`src/rtl/trap_cause_reg.sv`:
```
module trap_cause_reg #(
  parameter int PLAT_LINES = 2048,
  parameter int PLAT_BASE  = 16
) (
  input  logic        clk,
  input  logic        rst_n,
  input  logic        clic_mode,
  input  logic        trap_take,
  input  logic [7:0]  exc_req,
  input  logic        is_store,
  input  logic        irq_take,
  input  logic [1:0]  irq_kind,
  input  logic [10:0] irq_line,
  input  logic        prev_pie,
  input  logic [7:0]  prev_pil,
  input  logic        csr_we,
  input  logic [31:0] csr_wdata,
  output logic [31:0] csr_rdata,
  input  logic        mst_we,
  input  logic        mst_mpie_wdata,
  output logic        mpie_o
);
  localparam int LINE_W = $clog2(PLAT_LINES);
  localparam int CODE_W = 12;

  logic              intr_q, minhv_q, mpie_q;
  logic [7:0]        lvl_q;
  logic [CODE_W-1:0] code_q;
  logic [CODE_W-1:0] exc_code, irq_code;
  logic              exc_hit, trap_upd;

  function automatic logic [CODE_W-1:0] rank_code(input int r, input logic st);
    case (r)
      0: return CODE_W'(3);
      1: return CODE_W'(1);
      2: return CODE_W'(2);
      3: return CODE_W'(0);
      4: return CODE_W'(3);
      5: return CODE_W'(3);
      6: return st ? CODE_W'(7) : CODE_W'(5);
      default: return st ? CODE_W'(6) : CODE_W'(4);
    endcase
  endfunction

  assign exc_hit = |exc_req;

  always_comb begin
    exc_code = '0;
    for (int r = 7; r >= 0; r--)
      if (exc_req[r]) exc_code = rank_code(r, is_store);
  end

  always_comb begin
    case (irq_kind)
      2'd0:    irq_code = CODE_W'(3);
      2'd1:    irq_code = CODE_W'(7);
      default: irq_code = CODE_W'(PLAT_BASE) + CODE_W'(irq_line[LINE_W-1:0]);
    endcase
  end

  assign trap_upd = trap_take && (irq_take || exc_hit);

  always_ff @(posedge clk) begin
    if (!rst_n) begin
      intr_q  <= 1'b0;
      minhv_q <= 1'b0;
      mpie_q  <= 1'b0;
      code_q  <= '0;
    end else if (trap_upd) begin
      intr_q  <= irq_take;
      minhv_q <= 1'b0;
      mpie_q  <= prev_pie;
      code_q  <= irq_take ? irq_code : exc_code;
    end else if (csr_we) begin
      intr_q  <= csr_wdata[31];
      minhv_q <= csr_wdata[30];
      mpie_q  <= csr_wdata[27];
      code_q  <= csr_wdata[CODE_W-1:0];
    end else if (mst_we) begin
      mpie_q  <= mst_mpie_wdata;
    end
  end

  always_ff @(posedge clk) begin
    if (!rst_n || !clic_mode) lvl_q <= '0;
    else if (trap_upd)        lvl_q <= prev_pil;
    else if (csr_we)          lvl_q <= csr_wdata[23:16];
  end

  assign csr_rdata = {intr_q, minhv_q, 2'b11, mpie_q, 3'b000, lvl_q, 4'b0000, code_q};
  assign mpie_o    = mpie_q;

  a_r5_irq_flag: assert property (@(posedge clk) disable iff (!rst_n)
    (trap_take && irq_take) |=> csr_rdata[31]);
  a_r6_exc_flag: assert property (@(posedge clk) disable iff (!rst_n)
    (trap_take && !irq_take && |exc_req) |=> (csr_rdata[31:30] == 2'b00));
  a_r9_lvl_clear: assert property (@(posedge clk) disable iff (!rst_n)
    !clic_mode |=> (csr_rdata[23:16] == 8'h00));
  a_r10_hold: assert property (@(posedge clk) disable iff (!rst_n)
    (!trap_take && !csr_we && !mst_we && clic_mode) |=> $stable(csr_rdata));
  a_r8_mirror: assert property (@(posedge clk) disable iff (!rst_n)
    (mst_we && !trap_take && !csr_we) |=> (mpie_o == $past(mst_mpie_wdata)));
  a_r11_csr_write: assert property (@(posedge clk) disable iff (!rst_n)
    (csr_we && !trap_take) |=> (csr_rdata[11:0] == $past(csr_wdata[11:0])));
  a_r2_fixed_bits: assert property (@(posedge clk) disable iff (!rst_n)
    csr_we |=> (csr_rdata[29:24] == 6'b110000 || csr_rdata[29:24] == 6'b111000));
endmodule

```
`config.mk`:
```
export PLATFORM = sky130hd
export DESIGN_NAME = trap_cause_reg
export DESIGN_NICKNAME = d
export VERILOG_FILES = /design/src/rtl/trap_cause_reg.sv
export SDC_FILE = /design/constraint.sdc
export NUM_CORES = 1
export LEC_CHECK = 0
export ABC_CLOCK_PERIOD_IN_PS = 2700
export BUFFER_PORTS_ARGS = -buffer_cell sky130_fd_sc_hd__buf_2
export CAP_MARGIN = 10
export CORE_UTILIZATION = 39
export CTS_BUF_LIST = sky130_fd_sc_hd__clkbuf_16
export DETAILED_ROUTE_END_ITERATION = 8
export GPL_TIMING_DRIVEN = 0
export PLACE_DENSITY = 0.87
export SYNTH_ARGS = -nofsm -noshare
export SYNTH_HDL_FRONTEND = slang
export SYNTH_SLANG_ARGS = --single-unit
```
`constraint.sdc`:
```
create_clock -name clk -period 2.7 [get_ports clk]
set_input_delay 0.81 -clock clk [delete_from_list [all_inputs] [get_ports clk]]
set_output_delay 0.81 -clock clk [all_outputs]
set_load 0.03 [all_outputs]
```
Word-level counts from Yosys, hierarchy flattened
Cells that the tools add are included.
{ "word_totals": {"ff_bits": 23, "input_bits": 71, "out_inout_bits": 33, "wordCells": 39} }
{ "op_classes": {"n_addsub": 1, "eq_ne": 1, "mux": 21, "n_bitwise": 1, "reduce_logical": 10} }
{ "op_table": {"columns": ["cell", "n"], "rows": [
  ["two-way mux 12 bit", 10],
  ["case mux 12 bit (2 select lines)", 1],
  ["two-way mux 8 bit", 2],
  ["adder 5 x 11 -> 12 bit, first input constant", 1],
  ["OR reduction 8 bit", 1],
  ["two-way mux 1 bit", 5],
  ["two-way mux 2 bit", 2],
  ["two-way mux 3 bit", 1],
  ["nonzero test 3 bit", 1],
  ["equality test 2 x 1 -> 1 bit, second input constant", 1],
  ["logical NOT 1 bit", 2],
  ["logical NOT 2 bit", 1],
  ["logical OR 1 bit", 2],
  ["nonzero test 2 bit", 1],
  ["OR reduction 2 bit", 1],
  ["logical AND 1 bit", 1],
  ["NOT 1 bit", 1]
]} }

Longest topological paths before layout
Gate-level depths: netlist of run 1.
{ "depth": {"depth_word": 11, "ltp_mapped": 6, "depth_no_buf": 5} }

Worst setup path before layout of run 1
OpenSTA, ideal clock, no wires.
{ "synth_path": {"path_kind": "input port to flip-flop", "start": "in exc_req[2]", "end": "reg mpie_q, in the netlist mpie_o", "setup_time_ns": 0.092, "t_arrival_ns": 2.105, "required_ns": 2.608, "path_slack_ns": 0.503, "stages": 5, "n_path_buf": 1, "path_cell_list": "or4_4 o31ai_4 nand2_1 buf_2 o32ai_1"} }
{ "synth_between": {"elab_chain_len": 4, "word_cells_on_any_way": 5, "cone_classes": "mux: 1; reduce/logical: 4"} }
{ "synth_rtl": {"columns": ["item", "line", "source"], "rows": [
  ["from (decl)", "9", "input logic [7:0] exc_req,"],
  ["OR reduction 8 bit (*)", "45", "assign exc_hit = |exc_req;"],
  ["logical OR 1 bit (*)", "61", "assign trap_upd = trap_take && (irq_take || exc_hit);"],
  ["logical AND 1 bit (*)", "61", null],
  ["nonzero test 3 bit (no source line) or two-way mux 1 bit (tied branches)", null, null],
  ["to (signal assigned)", "72", "mpie_q <= prev_pie;"],
  ["to (signal assigned)", "77", "mpie_q <= csr_wdata[27];"],
  ["to (signal assigned)", "80", "mpie_q <= mst_mpie_wdata;"],
  ["to (decl)", "26", "logic intr_q, minhv_q, mpie_q;"]
]} }
Every way passes the cells marked *; elsewhere a longest branch is shown, timed or not.
A chain may end at the register's enable or synchronous reset.

Final worst setup path of run 1
{ "layout_path": {"start": "in exc_req[2]", "end": "reg code_q[6]"} }
{ "layout_between": {"elab_chain_len": 5, "word_cells_on_any_way": 9, "cone_classes": "mux: 5; reduce/logical: 4"} }
{ "layout_rtl": {"columns": ["item", "line", "source"], "rows": [
  ["two-way mux 12 bit (3 in a row)", "50", "if (exc_req[r]) exc_code = rank_code(r, is_store);"],
  ["two-way mux 12 bit", "73", "code_q <= irq_take ? irq_code : exc_code;"],
  ["two-way mux 12 bit", "69", "end else if (trap_upd) begin"],
  ["to (signal assigned)", "73", null],
  ["to (signal assigned)", "78", "code_q <= csr_wdata[CODE_W-1:0];"],
  ["to (decl)", "28", "logic [CODE_W-1:0] code_q;"]
]} }
Parallel ways exist; a longest one is shown, timed or not.

==> impl_metrics.py, run 1 <==
metrics = {
    "power": {
        "switching_share_pct": 29.03,
        "p_per_area_nw_per_um2": 484.5,
        "clkPwrFrac_pct": 33.9,
        "intPower_w": 0.0006549,
        "power.switching_w": 0.0002678,
        "power_frac_comb_pct": 26.0,
        "seq_power_share_pct": 40.0,
        "p_leak_nw": 0.9776,
        "ir_drop_mv": 0.2101,
    },
    "routing": {
        "wl_mm": 3.544,
        "vias_per_cell": 4.894,
        "drt-initial-drc-count": 53,
        "firstDrtPassIters": 4,
        "ant_nets": 0,
        "dr_total_vias": 1483,
        "drc": 0,
        "wl_per_cell_um": 11.70,
    },
    "floorplanning": {
        "initial_utilization_pct": 42.32,
        "ios": 104,
        "dieArea_um2": 3631,
        "die_w_um": 60.26,
        "std_cell_rows": 20,
        "die_h_um": 60.26,
        "core_area_um2": 3128,
    },
    "logic_synthesis": {
        "synth_ff_type": "dfxtp_1",
        "ys_seq_elements": 23,
        "synth-simple-area-share_pct": 15.60,
        "synth_edf_count": 0,
        "yosysSeqAreaShare_pct": 34.78,
        "avgSynthCellArea_um2": 8.072,
        "synth-compound-area-share_pct": 24.10,
        "synthCells": 164,
        "synth_area_um2": 1324,
        "synth-async-reset-ratio_pct": 0,
        "synth_xor_xnor_area_share_pct": 3.308,
        "yosysWarningCount": 0,
        "yosysUniqueCellTypes": 32,
        "yosys-mux-area-fraction_pct": 10.68,
        "synth_top_family_by_area": "compound AO/OA/AOI/OAI gates",
        "synthAdderAreaFrac_pct": 0.9452,
    },
    "final_layout": {
        "area_growth_pct": 43.86,
        "num_antenna_cells": 0,
        "nets": 332,
        "nFillCells": 295,
        "drive_gt1_share_pct": 41.70,
        "final_cells": 303,
    },
    "global_routing": {
        "grt_pass1_wl_mm": 5.616,
        "grt_use_met3_pct": 5.195,
        "use_met1_pct": 22.51,
        "first_global_vias": 1346,
        "grt_overflow": 0,
        "grt-busiest-layer": "met2",
        "met2_usage_pct": 37.99,
        "antenna_found_initial": 0,
        "grt_util_all_layers_pct": 20.70,
        "grt_max_degree": 13,
    },
    "timing": {
        "max_freq_ghz": 0.4486,
        "finalSetupViolations": 0,
        "rsz0062_at_grt": "false",
        "worstMarginPinSlew_ns": 0.6993,
        "report.final.hold_viol_count": 0,
        "period_needed_ns": 2.229,
        "finalSetupTns_ns": 0,
        "final_max_slew_viol_count": 0,
        "max-slew-margin-rel_pct": 53.38,
        "fin_skew_ns": 0,
        "period_share_pct": 82.57,
    },
    "clocking": {
        "hold_buffers": 0,
        "cts_buffer_depth": 2,
        "clock_latency_ns": 0.25,
        "clk_pin_slew_ns": 0.06,
        "h-tree-depth": 1,
        "cts_buffers": 3,
        "cts_root_buf": "clkbuf_16",
        "clock_sinks": 23,
        "postCtsSetupBuffers": 0,
        "ctsResizeCount": 0,
        "cts_tree": "done",
    },
    "placement": {
        "dp_hpwl_mm": 2.773,
        "placement.io_buffers": 84,
        "gp_congestion": 0.8626,
        "dp.cells": 299,
    },
    "worst_hold_path": {
        "hold_class": "flip-flop to flip-flop",
    },
    "run": {
        "cap_viol_max_count": 0,
    },
    "setup_path": {
        "critPathLaunchType": "primary input",
        "crit_fanout": 10,
        "path_cells": "buf_2 -> or4_4 -> o31ai_4 -> nand2_1 -> buf_2 -> o21ai_0 -> a21oi_1",
        "required_ns": 2.84,
        "critical-path-max-stage-delay_ns": 0.56,
        "crit_path_end": "code_q[6]",
        "crit_path_end_kind": "flip-flop",
        "crit_start": "exc_req[2]",
        "r2r_cells": 2,
        "r2r-start": "minhv_q",
        "path_class": "primary input to flip-flop",
        "r2r-end": "minhv_q",
        "crit_top_cell": "buf_2",
        "rrSetupSlack_ns": 1.87,
        "critical_path.slowest_cell": "or4_4",
        "crit_arrival_ns": 2.37,
    },
    "status": {
        "status": "finished clean",
    },
}
-- state kept, by name, indices dropped and copies added, names as in the netlist --
name,count
minhv_q,1
code_q,12
intr_q,1
lvl_q,8
mpie_o,1
-- Yosys cell counts, drive strengths merged, types with 4 or more instances --
| cell | n | share of area [%] |
|---|---|---|
| nand2 | 13 | 3.7 |
| and3 | 5 | 2.4 |
| a21oi | 13 | 4.9 |
| dfxtp | 23 | 35 |
| buf | 16 | 8.2 |
| nand3 | 5 | 1.9 |
| xnor2 | 4 | 2.6 |
| clkbuf | 5 | 1.5 |
| a211oi | 8 | 4.5 |
| o21ai | 26 | 9.8 |
| nor2 | 13 | 3.7 |
| mux2i | 13 | 9.8 |
-- worst max-delay path: cells and delay by family --
family,cells,cell delay (ns)
AOI/OAI and AO/OA,3,0.56
buffers and inverters,2,0.31
and+or+nand+nor,2,0.68
-- power groups by stage --
stage / sequential (W) / clock, W / combinational [W]
global placement: 0.000376 / 0 / 0.000235
finish: 0.000369 / 0.000313 / 0.000240
global route: 0.000371 / 0.000335 / 0.000262
CTS: 0.000369 / 0.000323 / 0.000240
floorplan: 0.000414 / 0 / 0.000113
detailed placement: 0.000377 / 0 / 0.000239
-- worst min path at each step --
stage	from	to	cells after the start
after floorplan	intr_q	intr_q	3
after global placement	mpie_o	mpie_o	2
after detailed placement	mpie_o	mpie_o	2
after CTS	mpie_o	mpie_o	2
after global routing	mpie_o	mpie_o	2
final	mpie_o	mpie_o	2
-- per-stage QoR --
stage / instance area (um^2) / setup WS, ns / power (W) / utilization, % / hold slack, ns
2_1_floorplan: 1350 / 0.5032 / 0.0005266 / - / 0.5719
3_3_place_gp: 1826 / 0.2447 / 0.0006109 / 58.36 / 0.4753
3_5_place_dp: 1826 / 0.2406 / 0.0006159 / 58.36 / 0.4768
4_1_cts: 1904 / 0.4967 / 0.0009329 / 60.88 / 0.4887
5_1_grt: 1904 / 0.3774 / 0.0009682 / 60.88 / 0.5105
6_report: 1904 / 0.4706 / 0.0009227 / 60.88 / 0.4875
-- cell type report --
class / count / area [um^2] / share of cell area, %
multi-input combinational: 126 / 757.0 / 39.75
sequential: 23 / 460.4 / 24.18
timing repair buffer: 84 / 420.4 / 22.08
buffer: 21 / 128.9 / 6.767
clock buffer: 3 / 75.07 / 3.942
tap: 44 / 55.05 / 2.891
clock inverter: 1 / 3.754 / 0.1971
inverter: 1 / 3.754 / 0.1971
-- cells by family after synthesis --
kind of cell | count (synthesis)
other | 2
multiplexers | 14
XOR/XNOR | 5
adder cells (fa/ha/maj) | 1
AO/OA/AOI/OAI | 53
flip-flops | 23
buffers and inverters | 22
AND/OR/NAND/NOR | 44
-- routing by layer --
metal | vias to the layer above | share of wire, %
li1 | 756 | -
met1 | 638 | 41
met2 | 83 | 47
met3 | 6 | 10
met4 | 0 | 1.4
met5 | - | 0
-- cell usage in the layout, fill, tap and decap left out, types with 2 or more instances in the layout --
cell type / count
nor3_1: 2
buf_4: 12
and3_1: 5
nand3_1: 5
or2_2: 2
conb_1: 9
a211oi_1: 8
xnor2_1: 4
clkbuf_1: 4
dfxtp_1: 23
o21ai_0: 26
mux2i_1: 13
inv_1: 2
buf_2: 87
nand2_1: 13
clkbuf_16: 3
a21oi_1: 13
nor2_1: 13
No activity file was read; power rests on OpenSTA's default activity.
==> run 2: changes to the inputs <==
==> config.mk (replaced) <==
export PLATFORM = sky130hd
export DESIGN_NAME = trap_cause_reg
export DESIGN_NICKNAME = d
export VERILOG_FILES = /design/src/rtl/trap_cause_reg.sv
export SDC_FILE = /design/constraint.sdc
export NUM_CORES = 1
export LEC_CHECK = 0
export ABC_CLOCK_PERIOD_IN_PS = 1920
export BUFFER_PORTS_ARGS = -buffer_cell sky130_fd_sc_hd__buf_2
export CAP_MARGIN = 10
export CORE_UTILIZATION = 35
export CTS_BUF_LIST = sky130_fd_sc_hd__clkbuf_16
export DETAILED_ROUTE_END_ITERATION = 8
export GPL_TIMING_DRIVEN = 0
export PLACE_DENSITY = 0.83
export SYNTH_ARGS = -nofsm -noshare
export SYNTH_HDL_FRONTEND = slang
export SYNTH_SLANG_ARGS = --single-unit
==> constraint.sdc (replaced) <==
create_clock -name clk -period 1.92 [get_ports clk]
set_input_delay 0.576 -clock clk [delete_from_list [all_inputs] [get_ports clk]]
set_output_delay 0.576 -clock clk [all_outputs]
set_load 0.03 [all_outputs]
==> run 2 against run 1 <==
Net effect: non-clock buffer count grew 5; register-to-register slack worse by 0.78 ns; via count rose by 2.0%; global-route usage decreased by 2.0 points; sequential power is 41% higher; setup slack worse by 0.46 ns; critical path depth is the same; critical path type unchanged; highest routed layer unchanged.
==> impl_metrics.py, run 2 (synthesis gave the netlist of run 1 again) <==
metrics = {
    "status": {
        "status": "finished clean",
    },
    "final_layout": {
        "layout_commonest_cell": "buf_2",
        "top_regs": "code_q (12), lvl_q (8)",
        "nets": 337,
        "final_cell_mix": "buf_2 (83), dfxtp_1 (23), o21ai_0 (15), buf_4 (15)",
        "drive_gt1_share_pct": 46.97,
        "num_antenna_cells": 0,
        "top_register": "code_q",
        "largest_reg_flops": 12,
        "area_growth_pct": 53.78,
    },
    "setup_path": {
        "rrSetupSlack_ns": 1.09,
        "required_ns": 2.05,
        "crit_arrival_ns": 2.04,
        "r2r-end": "minhv_q",
        "path_class": "primary input to flip-flop",
        "critPathLaunchType": "primary input",
        "r2r_cells": 2,
        "crit_fanout": 5,
        "crit_path_end_kind": "flip-flop",
        "r2r-start": "minhv_q",
    },
    "timing": {
        "period_needed_ns": 1.912,
        "worstMarginPinSlew_ns": 0.7282,
        "final_max_slew_viol_count": 0,
        "report.final.hold_viol_count": 0,
        "max-slew-margin-rel_pct": 51.45,
        "finalSetupTns_ns": 0,
        "period_share_pct": 99.56,
        "finalSetupViolations": 0,
        "rsz0062_at_grt": "true",
        "fin_skew_ns": 0,
        "whs_ns": 0.5163,
        "max_freq_ghz": 0.5231,
    },
    "power": {
        "clkPwrFrac_pct": 33.1,
        "power.switching_w": 0.0003873,
        "p_leak_nw": 1.029,
        "intPower_w": 0.0009414,
        "switching_share_pct": 29.15,
        "ir_drop_mv": 0.3062,
        "p_per_area_nw_per_um2": 652.7,
        "seq_power_share_pct": 39.3,
        "power_frac_comb_pct": 27.7,
    },
    "clocking": {
        "cts_buffer_depth": 2,
        "clk_pin_slew_ns": 0.06,
        "cts_root_buf": "clkbuf_16",
        "hold_buffers": 0,
        "clock_sinks": 23,
        "h-tree-depth": 1,
        "cts_tree": "done",
        "cts_buffers": 3,
        "clock_latency_ns": 0.25,
    },
    "routing": {
        "firstDrtPassIters": 4,
        "ant_nets": 0,
        "drc": 0,
        "vias_per_cell": 4.881,
        "dr_total_vias": 1513,
        "wl_per_cell_um": 11.89,
        "wl_mm": 3.686,
        "drt-initial-drc-count": 32,
    },
    "floorplanning": {
        "initial_utilization_pct": 38.17,
        "std_cell_rows": 21,
        "die_h_um": 63.50,
        "core_area_um2": 3468,
        "dieArea_um2": 4032,
        "ios": 104,
        "die_w_um": 63.50,
    },
    "worst_hold_path": {
        "min_to": "mpie_o",
        "hold_class": "flip-flop to flip-flop",
        "hp-start": "mpie_o",
        "hold_depth": 2,
    },
    "global_routing": {
        "grt_overflow": 0,
        "grt_pass1_wl_mm": 6.044,
        "grt_max_degree": 13,
        "antenna_found_initial": 0,
        "grt_util_all_layers_pct": 18.70,
        "first_global_vias": 1404,
    },
    "placement": {
        "gp_congestion": 0.7701,
        "placement.io_buffers": 84,
        "dp_hpwl_mm": 2.805,
    },
    "run": {
        "cap_viol_max_count": 0,
    },
}
[run 2: cell types whose count changed in the layout (fill, tap and decap cells not counted), sizes merged]
| cell | before | now |
|---|---|---|
| buf | 100 | 105 |
[run 2: final cells by class]
type / count / area, um^2
fill: 334 / 1433
buffer: 21 / 150.1
clock buffer: 3 / 75.07
tap: 46 / 57.56
sequential: 23 / 460.4
timing repair buffer: 89 / 481.7
multi-input combinational: 126 / 803.3
inverter: 1 / 3.754
clock inverter: 1 / 3.754
[run 2: how the worst max path moves through the flow]
stage | end | from
floorplan | mpie_o | exc_req[2]
global placement | code_q[1] | exc_req[2]
detailed placement | mpie_o | exc_req[2]
CTS | mpie_o | exc_req[4]
global route | mpie_o | exc_req[3]
finish | mpie_o | exc_req[3]
[run 2: through the flow]
stage	std cells	setup slack, ns	total power (W)	utilization, %	area, um^2
after global routing	310	-0.03955	0.001409	58.69	2036
after floorplan	171	0.002995	0.0007406	-	1350
after CTS	309	-0.03611	0.001337	57.76	2003
after global placement	301	-0.2446	0.0008615	52.71	1828
final	310	0.008374	0.001329	58.69	2036
after detailed placement	301	-0.3019	0.0008672	52.71	1828
[run 2: critical path, stage by stage]
cell     delay, ns
buf_8         0.09
or4_4         0.55
o31ai_4       0.33
nand2_2       0.15
buf_6         0.14
o21ai_2       0.12
o32ai_2       0.08
[run 2: power groups by stage]
| stage | Sequential (W) | Clock, W | Combinational, W |
|---|---|---|---|
| 2_1_floorplan | 0.000582 | 0 | 0.000158 |
| 3_3_place_gp | 0.000529 | 0 | 0.000333 |
| 3_5_place_dp | 0.000530 | 0 | 0.000337 |
| 4_1_cts | 0.000521 | 0.000455 | 0.000362 |
| 5_1_grt | 0.000525 | 0.000485 | 0.000399 |
| 6_report | 0.000522 | 0.000439 | 0.000368 |
[run 2: what timing repair did]
item | in CTS | in global routing
gates resized for setup | 27 | 7
gates cloned | 1 | 0
setup buffers | 3 | 1
pin swaps | 5 | 5
endpoints found under the setup margin | 7 | 19
[run 2: routing by layer]
metal	vias to the layer above	global-route usage, %	part of all wire, %
li1	762	-	-
met1	674	22.55	44
met2	75	33.64	47
met3	2	3.080	8.4
met4	0	5.114	0.38
met5	-	0	0
==> run 3: changes to the inputs <==
--- a/config.mk
+++ b/config.mk
@@ -12,7 +12,8 @@
 export CTS_BUF_LIST = sky130_fd_sc_hd__clkbuf_16
 export DETAILED_ROUTE_END_ITERATION = 8
 export GPL_TIMING_DRIVEN = 0
-export PLACE_DENSITY = 0.83
+export PLACE_DENSITY = 0.75
+export SETUP_SLACK_MARGIN = 0.4
 export SYNTH_ARGS = -nofsm -noshare
 export SYNTH_HDL_FRONTEND = slang
 export SYNTH_SLANG_ARGS = --single-unit
==> run 3 against run 2 <==
Net effect: register-to-register slack about the same; clock power increased by 2%; via count increased by 0.40%; total power increased by 1.9%; non-clock buffer count increased by 6; die area unchanged; combinational power increased by 5%; clock skew unchanged; first-iteration DRC count decreased by 3.1%; clock-buffer cell count unchanged; cell count increased by 1.9%.
==> impl_metrics.py, run 3 (synthesis gave the netlist of run 1 again) <==
metrics = {
    "setup_path": {
        "critPathLaunchType": "primary input",
        "crit_start": "exc_req[4]",
        "required_ns": 2.06,
        "critical-path-max-stage-delay_ns": 0.55,
        "crit_arrival_ns": 1.97,
        "critical_path.slowest_cell": "or4_4",
        "path_cells": "buf_6 -> or4_4 -> o31ai_4 -> buf_6 -> nand2_4 -> buf_6 -> o21ai_0 -> a21oi_1",
        "rrSetupSlack_ns": 1.09,
        "crit_fanout": 5,
        "crit_path_end_kind": "flip-flop",
        "r2r_cells": 2,
        "crit_top_cell": "buf_6",
        "path_class": "primary input to flip-flop",
        "r2r-start": "minhv_q",
    },
    "clocking": {
        "cts_root_buf": "clkbuf_16",
        "clock_latency_ns": 0.25,
        "cts_buffers": 3,
        "cts_tree": "done",
        "clock_sinks": 23,
        "clk_pin_slew_ns": 0.06,
        "cts_buffer_depth": 2,
        "h-tree-depth": 1,
    },
    "placement": {
        "placement.io_buffers": 84,
        "dp_hpwl_mm": 2.794,
        "pre_cts_slack_ns": -0.2167,
        "gp_congestion": 0.7240,
        "placed_area_um2": 1842,
    },
    "routing": {
        "drc": 0,
        "vias_per_cell": 4.807,
        "wl_mm": 3.855,
        "dr_total_vias": 1519,
        "ant_nets": 0,
        "drt-initial-drc-count": 31,
        "firstDrtPassIters": 4,
        "wl_per_cell_um": 12.20,
    },
    "timing": {
        "rsz0062_at_grt": "true",
        "final_max_slew_viol_count": 0,
        "max_freq_ghz": 0.5464,
        "report.final.hold_viol_count": 0,
        "period_share_pct": 95.32,
        "setup_slack_ns": 0.08990,
        "period_needed_ns": 1.830,
        "fin_skew_ns": 0,
        "finalSetupViolations": 0,
    },
    "power": {
        "seq_power_share_pct": 38.4,
        "p_per_area_nw_per_um2": 641.2,
        "p_leak_nw": 1.066,
        "clkPwrFrac_pct": 33.1,
        "switching_share_pct": 29.45,
        "power.switching_w": 0.0003988,
        "ir_drop_mv": 0.3201,
        "intPower_w": 0.0009554,
        "power_frac_comb_pct": 28.5,
    },
    "status": {
        "status": "finished clean",
    },
    "final_layout": {
        "top_regs": "code_q (12), lvl_q (8)",
        "drive_gt1_share_pct": 49.26,
        "nFillCells": 345,
        "final_cell_mix": "buf_2 (82), dfxtp_1 (23), o21ai_0 (19)",
        "layout_commonest_cell": "buf_2",
        "final_core_util_pct": 60.89,
        "nets": 343,
        "largest_reg_flops": 12,
        "top_register": "code_q",
        "area_growth_pct": 59.55,
        "num_antenna_cells": 0,
        "postLayoutCellArea_um2": 2112,
    },
    "floorplanning": {
        "ios": 104,
        "die_w_um": 63.50,
        "core_area_um2": 3468,
        "die_h_um": 63.50,
        "std_cell_rows": 21,
        "initial_utilization_pct": 38.17,
        "dieArea_um2": 4032,
    },
    "global_routing": {
        "first_global_vias": 1402,
        "antenna_found_initial": 0,
        "grt_max_degree": 14,
        "grt_overflow": 0,
        "grt_pass1_wl_mm": 6.334,
        "grt_util_all_layers_pct": 19.68,
    },
    "worst_hold_path": {
        "hp-start": "mpie_o",
        "hold_class": "flip-flop to flip-flop",
        "hold_depth": 2,
    },
    "run": {
        "cap_viol_max_count": 0,
    },
}
## run 3: cell types whose count changed in the layout (fill, tap and decap cells not counted), sizes merged
cell and change:
buf +5, clkbuf +1, clkinv +1, inv -1
## run 3: power groups by stage
stage / combinational, W / clock (W) / sequential [W]
after floorplan: 0.000161 / 0 / 0.000582
after global placement: 0.000337 / 0 / 0.000529
after detailed placement: 0.000340 / 0 / 0.000530
after CTS: 0.000370 / 0.000456 / 0.000519
after global routing: 0.000421 / 0.000471 / 0.000523
final: 0.000386 / 0.000448 / 0.000519
## run 3: area by class of cell
| type | instances | area, um^2 | area share, % |
|---|---|---|---|
| Clock inverter | 1 | 5.005 | 0.2370 |
| Timing Repair Buffer | 95 | 540.5 | 25.59 |
| Clock buffer | 3 | 75.07 | 3.554 |
| Tap cell | 46 | 57.56 | 2.725 |
| Buffer | 21 | 157.7 | 7.464 |
| Sequential cell | 23 | 460.4 | 21.80 |
| Inverter | 1 | 3.754 | 0.1777 |
| Multi-Input combinational cell | 126 | 812.0 | 38.45 |
## run 3: worst paths after layout
check | endpoint
max reg2reg | minhv_q
max | code_q[5]
min | mpie_o
min reg2reg | mpie_o
## run 3: what timing repair did
| action | in CTS | in global routing |
|---|---|---|
| buffers inserted | 6 | 1 |
| setup endpoints to repair | 23 | 23 |
| cloned | 3 | 1 |
| pin swaps | 5 | 0 |
| hold buffers | 0 | 0 |
| gates resized for setup | 18 | 20 |
## run 3: routing by layer
metal,vias up,wire (um),global-route usage (%)
li1,774,-,-
met1,682,1677,24.73
met2,61,1872,34.57
met3,2,290,3.986
met4,0,14,3.409
met5,-,0,0
## run 3: critical path, delay by kind of cell
kind	cells	cell delay, ns
buf+inv	3	0.36
simple gates	2	0.61
compound gates	3	0.42
## run 3: stage by stage
step	std cells	hold WS (ns)	total power, W	setup TNS (ns)
2_1_floorplan	171	0.5719	0.0007438	0
6_report	316	0.4990	0.001354	0
3_5_place_dp	301	0.4950	0.0008697	-4.095
5_1_grt	316	0.5352	0.001416	0
3_3_place_gp	301	0.4913	0.0008653	-3.872
4_1_cts	314	0.5042	0.001345	0
